`src/rtl/npc_pkg.sv`:
```
package npc_pkg;

    localparam int XLEN  = 32;
    localparam int OPW   = 6;
    localparam int REGW  = 5;
    localparam int IMMW  = 16;
    localparam int JIDXW = XLEN - OPW;          // 26-bit word index
    localparam int PAGEW = XLEN - JIDXW - 2;    // upper bits kept on a jump
    localparam int SEXTW = XLEN - IMMW - 2;     // sign copies before scaling

    localparam logic [OPW-1:0] OPC_JUMP  = 6'd2;
    localparam logic [OPW-1:0] OPC_JLINK = 6'd3;
    localparam logic [OPW-1:0] OPC_BEQ   = 6'd4;
    localparam logic [OPW-1:0] OPC_BNE   = 6'd5;

    typedef enum logic [1:0] {
        XFER_SEQ  = 2'd0,
        XFER_BREQ = 2'd1,
        XFER_BRNE = 2'd2,
        XFER_JUMP = 2'd3
    } xfer_e;

    typedef struct packed {
        logic [OPW-1:0]  opcode;
        logic [REGW-1:0] src_a;
        logic [REGW-1:0] src_b;
        logic [IMMW-1:0] offs;
    } iword_t;

    typedef struct packed {
        xfer_e             kind;
        logic [IMMW-1:0]   offs;
        logic [JIDXW-1:0]  jidx;
    } xfer_t;

    function automatic xfer_e classify(input logic [OPW-1:0] op);
        case (op)
            OPC_BEQ:              return XFER_BREQ;
            OPC_BNE:              return XFER_BRNE;
            OPC_JUMP, OPC_JLINK:  return XFER_JUMP;
            default:              return XFER_SEQ;
        endcase
    endfunction

    function automatic logic [XLEN-1:0] scale_offset(input logic [IMMW-1:0] w);
        return {{SEXTW{w[IMMW-1]}}, w, 2'b00};
    endfunction

endpackage

```
`src/rtl/npc_decode.sv`:
```
module npc_decode
    import npc_pkg::*;
(
    input  logic [XLEN-1:0] instr,
    output xfer_t           xfer
);
    iword_t fields;

    always_comb begin
        fields    = iword_t'(instr);
        xfer.kind = classify(fields.opcode);
        xfer.offs = fields.offs;
        xfer.jidx = instr[JIDXW-1:0];
    end
endmodule

```
`src/rtl/npc_cond.sv`:
```
module npc_cond
    import npc_pkg::*;
(
    input  xfer_e           kind,
    input  logic [XLEN-1:0] opa,
    input  logic [XLEN-1:0] opb,
    output logic            taken
);
    logic same;

    always_comb begin
        same = (opa == opb);
        case (kind)
            XFER_BREQ: taken = same;
            XFER_BRNE: taken = !same;
            XFER_JUMP: taken = 1'b1;
            default:   taken = 1'b0;
        endcase
    end
endmodule

```
`src/rtl/npc_target.sv`:
```
module npc_target
    import npc_pkg::*;
(
    input  logic [XLEN-1:0] cur_pc,
    input  xfer_t           xfer,
    input  logic            taken,
    output logic [XLEN-1:0] target
);
    logic [XLEN-1:0] seq_pc;
    logic [XLEN-1:0] rel_pc;
    logic [XLEN-1:0] abs_pc;

    always_comb begin
        seq_pc = cur_pc + XLEN'(4);
        rel_pc = seq_pc + scale_offset(xfer.offs);
        abs_pc = {seq_pc[XLEN-1 -: PAGEW], xfer.jidx, 2'b00};
        if (!taken)
            target = seq_pc;
        else if (xfer.kind == XFER_JUMP)
            target = abs_pc;
        else
            target = rel_pc;
    end
endmodule

```
`src/rtl/npc_unit.sv`:
```
module npc_unit
    import npc_pkg::*;
#(
    parameter logic [31:0] RESET_PC = 32'h0000_0000
) (
    input  logic        clk,
    input  logic        rst,
    input  logic        en,
    input  logic [31:0] instr,
    input  logic [31:0] rs_val,
    input  logic [31:0] rt_val,
    output logic [31:0] pc,
    output logic [31:0] next_pc,
    output logic        redirect
);
    logic [XLEN-1:0] pc_q;
    xfer_t           xfer;
    logic            taken;

    npc_decode u_decode (
        .instr (instr),
        .xfer  (xfer)
    );

    npc_cond u_cond (
        .kind  (xfer.kind),
        .opa   (rs_val),
        .opb   (rt_val),
        .taken (taken)
    );

    npc_target u_target (
        .cur_pc (pc_q),
        .xfer   (xfer),
        .taken  (taken),
        .target (next_pc)
    );

    always_ff @(posedge clk) begin
        if (rst)
            pc_q <= RESET_PC;
        else if (en)
            pc_q <= next_pc;
    end

    assign pc       = pc_q;
    assign redirect = taken;

    // Checks kept beside the register and the selection they guard
    logic [XLEN-1:0] chk_seq;
    assign chk_seq = pc_q + 32'd4;

    p_reset_pc_r1: assert property (@(posedge clk)
        rst |=> pc_q == RESET_PC);

    p_load_r2: assert property (@(posedge clk) disable iff (rst)
        en |=> pc_q == $past(next_pc));

    p_hold_r2: assert property (@(posedge clk) disable iff (rst)
        !en |=> $stable(pc_q));

    p_fallthrough_r3: assert property (@(posedge clk) disable iff (rst)
        !redirect |-> next_pc == chk_seq);

    p_equal_taken_r5: assert property (@(posedge clk) disable iff (rst)
        (instr[31:26] == 6'd4 && rs_val == rt_val) |-> redirect);

    p_jump_page_r8: assert property (@(posedge clk) disable iff (rst)
        (instr[31:26] == 6'd2 || instr[31:26] == 6'd3)
            |-> redirect && next_pc[31:28] == chk_seq[31:28]);

    p_aligned_r10: assert property (@(posedge clk) disable iff (rst)
        pc_q[1:0] == 2'b00 |-> next_pc[1:0] == 2'b00);
endmodule

```
`config.mk`:
```
export PLATFORM = sky130hd
export DESIGN_NAME = npc_unit
export DESIGN_NICKNAME = d
export VERILOG_FILES = /design/src/rtl/npc_pkg.sv /design/src/rtl/npc_decode.sv /design/src/rtl/npc_cond.sv /design/src/rtl/npc_target.sv /design/src/rtl/npc_unit.sv
export SDC_FILE = /design/constraint.sdc
export NUM_CORES = 1
export LEC_CHECK = 0
export BUFFER_PORTS_ARGS = -buffer_cell sky130_fd_sc_hd__buf_2
export CORE_UTILIZATION = 35
export CTS_BUF_LIST = sky130_fd_sc_hd__clkbuf_16
export DETAILED_ROUTE_END_ITERATION = 16
export GPL_ROUTABILITY_DRIVEN = 0
export SLEW_MARGIN = 20
export SYNTH_ARGS = -nofsm -noshare
export SYNTH_HDL_FRONTEND = slang
export SYNTH_SLANG_ARGS = --single-unit
```
`constraint.sdc`:
```
create_clock -name clk -period 3.7 [get_ports clk]
set_clock_uncertainty 0.1 [all_clocks]
set_input_delay 0.555 -clock clk [delete_from_list [all_inputs] [get_ports clk]]
set_output_delay 0.555 -clock clk [all_outputs]
set_load 0.005 [all_outputs]
```
==> results of run 1 <==
-- worst min path at each step --
stage | slack (ns) | to | depth (start not counted)
2_1_floorplan | 0.37 | pc[0] | 1
3_3_place_gp | 0.36 | pc[1] | 1
3_5_place_dp | 0.36 | pc[0] | 1
4_1_cts | 0.38 | pc[0] | 1
5_1_grt | 0.41 | pc[0] | 1
6_report | 0.38 | pc[0] | 1
-- cells by family after synthesis --
logic type / share of synthesized area, %
adder cells (fa/ha/maj): 11.03
buffers and inverters: 3.485
AND/OR/NAND/NOR: 24.74
flip-flops: 14.62
multiplexers: 7.084
XOR/XNOR: 16.80
AO/OA/AOI/OAI: 22.25
-- cell type report --
cell class / instances / area share, %
clock buffers: 5 / 1.563
clock inverters: 3 / 0.5314
inverters: 17 / 0.7971
multi-input cells: 506 / 57.44
flip-flops and latches: 32 / 8.268
well taps: 168 / 2.626
repair buffers: 344 / 28.77
-- repair_timing --
item	in CTS	in global routing
endpoints found under the hold margin	0	0
pin swaps	64	77
resized for setup	115	107
endpoints found under the setup margin	22	26
buffers inserted	30	21
cloned	0	0
-- stage by stage --
step           worst slack (ns)   TNS (ns)  cells  power, mW
2_1_floorplan         -0.008603  -0.008603    574     0.6298
3_3_place_gp            -0.3741     -2.177   1022     0.8510
3_5_place_dp            -0.3727     -2.946   1022     0.8615
4_1_cts                 -0.4371     -4.658   1056      1.403
5_1_grt                 -0.6524     -8.317   1075      1.551
6_report                -0.5833     -5.996   1075      1.485
-- layer usage --
layer	GRT usage, %	part of all wire, %	wire (microns)	vias up
met4	13.68	5.3	1044	0
met2	48.66	50	9896	270
met3	3.879	5.3	1054	91
li1	-	-	-	2760
met5	0	0	0	-
met1	33.11	39	7778	2889
-- critical path, delay by kind of cell (launching register included) --
family,cells,cell delay [ns]
compound gates,4,0.75
xor+xnor,1,0.16
fa+ha+maj,1,0.35
buf+inv,2,0.32
flops,1,0.35
mux,1,0.27
simple gates,7,1.13
-- synthesized netlist by cell type, drive strengths merged (3+ instances only) --
library cell  count  area (sq um)
o311ai            3         33.79
or2               3         18.77
a2111oi           3         32.53
a21o             12         90.09
o221a             4         45.04
and4              7         61.31
xnor2            67         586.8
inv              17         63.81
nor4              4         52.55
o22ai             5         31.28
nor3              6         35.03
o32ai             3         26.28
mux2i            31         310.3
dfxtp            32         640.6
a21oi            49         260.3
nand4            21         131.4
nand2b            4         25.02
o21ai            27         142.6
ha               37         462.9
o21a              9         67.56
a31oi             5         37.53
a21boi            3         22.52
nand3            24         120.1
a211oi            3         22.52
and3             13         81.33
nor2             71         276.5
clkbuf           13         48.80
nand2            35         133.9
nor2b             6         37.54
xor2             17         148.9
and2              7         43.79
buf               6         40.04
-- power groups by stage --
stage	sequential (mW)	combinational, mW	clock (mW)
finish	0.368	0.626	0.491
floorplan	0.376	0.254	0
global placement	0.371	0.480	0
CTS	0.366	0.538	0.498
global route	0.369	0.671	0.512
detailed placement	0.371	0.490	0
-- layout by cell type (no fill, tap or decap), types with 17 or more instances in the layout --
master,synthesis,layout
nand2_1,34,29
xnor2_1,67,48
dfxtp_1,32,19
nor2_1,69,60
mux2i_1,31,31
a21oi_2,1,17
nand4_1,21,21
buf_4,0,158
buf_2,2,159
a21oi_1,47,27
buf_6,2,25
==> results_dict.tcl, run 1 <==
set metrics [dict create \
    status "finished with violations" \
    violations "setup timing" \
    pwr-share-seq_pct 24.8 \
    die_h_microns 113.9 \
    io_pins 164 \
    final_max_slew_viol_count 0 \
    holdWs_ns 0.3767 \
    design_area_sq_um 8005 \
    drc 0 \
    startpoint "pc[9]" \
    crit_type "reg -> out" \
    num_antenna_cells 0 \
    crit_arrival_ns 3.63 \
    drt-pass1-iter-count 5 \
    syn_nets 711 \
    drtIter0Drc 415 \
    antenna_found_initial 0 \
    start_util_pct 36.17 \
    clock-sinks 32 \
    synth_cells 574 \
    cp-start-kind "flop" \
    synth_seq_cells 32 \
    switchingPower_uw 492.4 \
    numPortBuffers 163 \
    ff2ff_setup_slack_ns 0.01 \
    vdd_drop_max_mv 0.2899 \
    seq_area_frac_synth_pct 14.62 \
    synth_edf_count 0 \
    dpl-instance-area_sq_um 6354 \
    num_rows 40 \
    hold_path.class "reg -> reg" \
    timing.max_cap.violations 0 \
    relSlewSlack_pct 57.81 \
    crit_path_end "next_pc[28]" \
    grt_pass1_vias 5864 \
    critPathRequiredTime_ns 3.04 \
    grt_pass1_wl_microns 28460 \
    cts_buffers 5 \
    post-route-period-util_pct 115.8 \
    fin_crit_ns 4.283 \
    ant_nets 0 \
    grt_max_degree 36 \
    synth_area_per_cell_sq_um 7.631 \
    cts_hold_buffers 0 \
    hp-start "pc[0]" \
    die_w_microns 113.9 \
    yosys_warnings 0 \
    area_growth_pct 82.75 \
    htree_levels 2 \
    ys_types 70 \
    synth-async-reset-ratio_pct 0 \
    largest_reg_flops 32 \
    synth_area_sq_um 4380 \
    coreArea_sq_um 12110 \
    crit_top_cell "nand2_2" \
    gr-total-overflow 0 \
    cts.clk_slew.worst_paths_ns 0.06 \
    cts_root_buf "clkbuf_16" \
    die-area_sq_um 12970 \
    rsz0062_at_grt "true" \
    crit_fanout 3 \
    final_nets 1043 \
    drive_gt1_share_pct 57.66 \
    power.share.clock_pct 33.1 \
    wl_per_cell_microns 18.39 \
    r2r_cells 20 \
    critPathMaxStageDelay_ns 0.35 \
    powerDensity_nw_per_um2 185.5 \
    worstPathCellList "nand4_1 -> buf_6 -> nor2_4 -> nand2_2 -> xnor2_2 -> ha_1 -> nand3_1 -> and3b_4 -> a21oi_2 -> a21bo_4 -> o21ai_4 -> nand2_2 -> nor4_4 -> mux2i_1 -> o21ba_1 -> buf_2" \
    finalWorstSetupSlack_ns -0.5833 \
    utilization_pct 66.10 \
    worstSkewPairLatency_ns 0.29 \
    netSwitchingFraction_pct 33.16 \
    cp-end-kind "output pin" \
    worstReg2RegEnd "pc[22]" \
    max_clock_freq_mhz 233.5 \
    setup_viol 20 \
    grt_usage_pct 27.72 \
    vias 6010 \
    pwr-share-comb_pct 42.1 \
    final-hold-violation-count 0 \
    leakagePower_nw 3.934 \
    seq_area_sq_um 661.9 \
    multi_input_area_sq_um 4598 \
    totalWireLength_microns 19770 \
    p_int_uw 992.3 \
    cts_buffer_depth 2 \
    cts_tree "done" \
    hpwl_microns 13420 \
    viasPerCell 5.591 \
    worstReg2RegStart "pc[9]" \
    ys.flop_type "dfxtp_1" \
    slowest_stage "dfxtp_2" \
    tightest_slew_ns 0.6306 \
    final.fill_count 948 \
]
No activity file was read; power rests on OpenSTA's default activity.
==> run 2, diff against run 1 <==
- CORE_UTILIZATION: 35 -> 46
- PLACE_DENSITY: unset -> 0.78
==> run 2 against run 1 <==
The run still ends with setup timing left. First-iteration DRC count up 79%. Final cell count down 4.3%. Clock power down 13%. Via count up 15%. Global-route usage up 13 points. Utilization up 19 points. Sequential share of layout area up 0.13 points. Flip-flop and latch count unchanged. Combinational power up 7.7%. Total power down 0.74%. Cell area down 2.1%. Clock-buffer cell count unchanged. Largest cell class unchanged.
==> results_dict.tcl, run 2 (same netlist as run 1, synthesis figures left out) <==
set metrics [dict create \
    status "finished with violations" \
    violations "setup timing" \
    grt_most_used_layer "met2" \
    cts_hold_buffers 0 \
    totalWireLength_microns 25730 \
    gr-total-overflow 0 \
    p_int_uw 924.9 \
    numPortBuffers 163 \
    use_met1_pct 45.41 \
    drc 0 \
    netSwitchingFraction_pct 37.24 \
    hold_path.class "reg -> reg" \
    largest_reg_flops 32 \
    die_w_microns 99.59 \
    ant_nets 0 \
    critPathRequiredTime_ns 3.04 \
    worstPathCellList "ha_1 -> nand3_2 -> nor2_4 -> buf_6 -> xor2_2 -> ha_4 -> nand3_2 -> and3b_4 -> a21oi_2 -> a21bo_2 -> o21ai_4 -> nand2_2 -> nor4_4 -> mux2i_2 -> o21ba_1 -> buf_2" \
    io_pins 164 \
    setup_tns_ns -11.29 \
    rsz0062_at_grt "true" \
    grt_max_degree 36 \
    pwr-share-comb_pct 45.8 \
    drtIter0Drc 744 \
    critPathMaxStageDelay_ns 0.39 \
    wl_per_cell_microns 25.01 \
    cts_tree "done" \
    timing.max_cap.violations 0 \
    die_h_microns 99.59 \
    tightest_slew_ns 0.7945 \
    htree_levels 2 \
    coreArea_sq_um 9240 \
    met2_usage_pct 69.71 \
    crit_arrival_ns 3.78 \
    clock-sinks 32 \
    switchingPower_uw 548.7 \
    worst-path-buf-inv 2 \
    powerDensity_nw_per_um2 188.0 \
    setup_viol 28 \
    final_cell_mix "buf_2 (161), buf_4 (157), nor2_1 (61)" \
    crit_top_cell "nand3_2" \
    final_max_slew_viol_count 0 \
    final_nets 1036 \
    antenna_found_initial 0 \
    grt_pass1_vias 6320 \
    post-route-period-util_pct 119.9 \
    finalWorstSetupSlack_ns -0.7364 \
    cp_top_family "simple AND/OR/NAND/NOR gates" \
    worstSkewPairLatency_ns 0.30 \
    crit_type "reg -> out" \
    layout_commonest_cell "buf_2" \
    viasPerCell 6.710 \
    relSlewSlack_pct 46.84 \
    dpl-instance-area_sq_um 6270 \
    start_util_pct 47.41 \
    cts_buffer_depth 2 \
    cp-start-kind "flop" \
    area_growth_pct 78.92 \
    pwr-share-seq_pct 25.1 \
    die-area_sq_um 9917 \
    design_area_sq_um 7838 \
    grt_pass1_wl_microns 31690 \
    cts_buffers 5 \
    power.share.clock_pct 29.1 \
    grtUsageMet3_pct 10.26 \
    fin_crit_ns 4.436 \
    max_clock_freq_mhz 225.4 \
    vdd_drop_max_mv 0.2645 \
    crit_fanout 4 \
    drt-pass1-iter-count 7 \
    final-hold-violation-count 0 \
    grt_usage_pct 40.89 \
    leakagePower_nw 3.883 \
    vias 6905 \
    num_antenna_cells 0 \
    cp-end-kind "output pin" \
    utilization_pct 84.82 \
    num_rows 35 \
    hpwl_microns 13590 \
    cts_root_buf "clkbuf_16" \
    cts.clk_slew.worst_paths_ns 0.06 \
    drive_gt1_share_pct 57.00 \
    slowest_stage "dfxtp_4" \
]
[run 2: cell types whose count changed in the layout (fill, tap and decap cells not counted), sizes merged]
cell / before / now
clkinvlp: 1 / 0
clkinv: 1 / 3
bufinv: 1 / 0
buf: 344 / 337
[run 2: metal layers]
metal | share of wire [%] | wire length [microns] | vias to the layer above
li1 | - | - | 2736
met1 | 32 | 8218 | 3178
met2 | 45 | 11530 | 689
met3 | 12 | 3022 | 302
met4 | 12 | 2965 | 0
met5 | 0 | 0 | -
[run 2: path summary, 6_finish.rpt]
| path | from | end | slack, ns | depth (start not counted) |
|---|---|---|---|---|
| setup reg to reg | pc[17] | pc[30] | -0.23 | 18 |
| hold / removal | pc[0] | pc[0] | 0.38 | 1 |
| hold reg to reg | pc[0] | pc[0] | 0.38 | 1 |
| setup / recovery | pc[2] | next_pc[28] | -0.74 | 16 |
[run 2: power groups by stage]
stage | Clock, mW | Sequential [mW] | Combinational [mW]
after floorplan | 0 | 0.376 | 0.254
after global placement | 0 | 0.370 | 0.476
after detailed placement | 0 | 0.371 | 0.497
after CTS | 0.404 | 0.366 | 0.542
after global routing | 0.439 | 0.370 | 0.700
final | 0.429 | 0.370 | 0.674
[run 2: repair_timing]
action                     CTS  global route
setup endpoints to repair   25            31
pin swaps                   56            66
gates resized for setup     94           123
buffers inserted            18            26
[run 2: cell type report]
| cell class | instances | area, sq um |
|---|---|---|
| Multi-Input combinational cell | 506 | 4617 |
| Tap cell | 129 | 161.4 |
| Clock buffer | 5 | 125.1 |
| Clock inverter | 3 | 13.76 |
| Inverter | 17 | 63.81 |
| Sequential cell | 32 | 658.1 |
| Timing Repair Buffer | 337 | 2198 |
| Fill cell | 449 | 1403 |
[run 2: per-stage QoR]
stage	power, mW	std cells	hold WS [ns]	setup WS (ns)
finish	1.474	1029	0.3798	-0.7364
floorplan	0.6298	574	0.3691	-0.008603
global placement	0.8466	980	0.3555	-0.3578
global route	1.510	1029	0.4100	-1.080
detailed placement	0.8684	980	0.3733	-0.4819
CTS	1.313	1006	0.3905	-0.3822
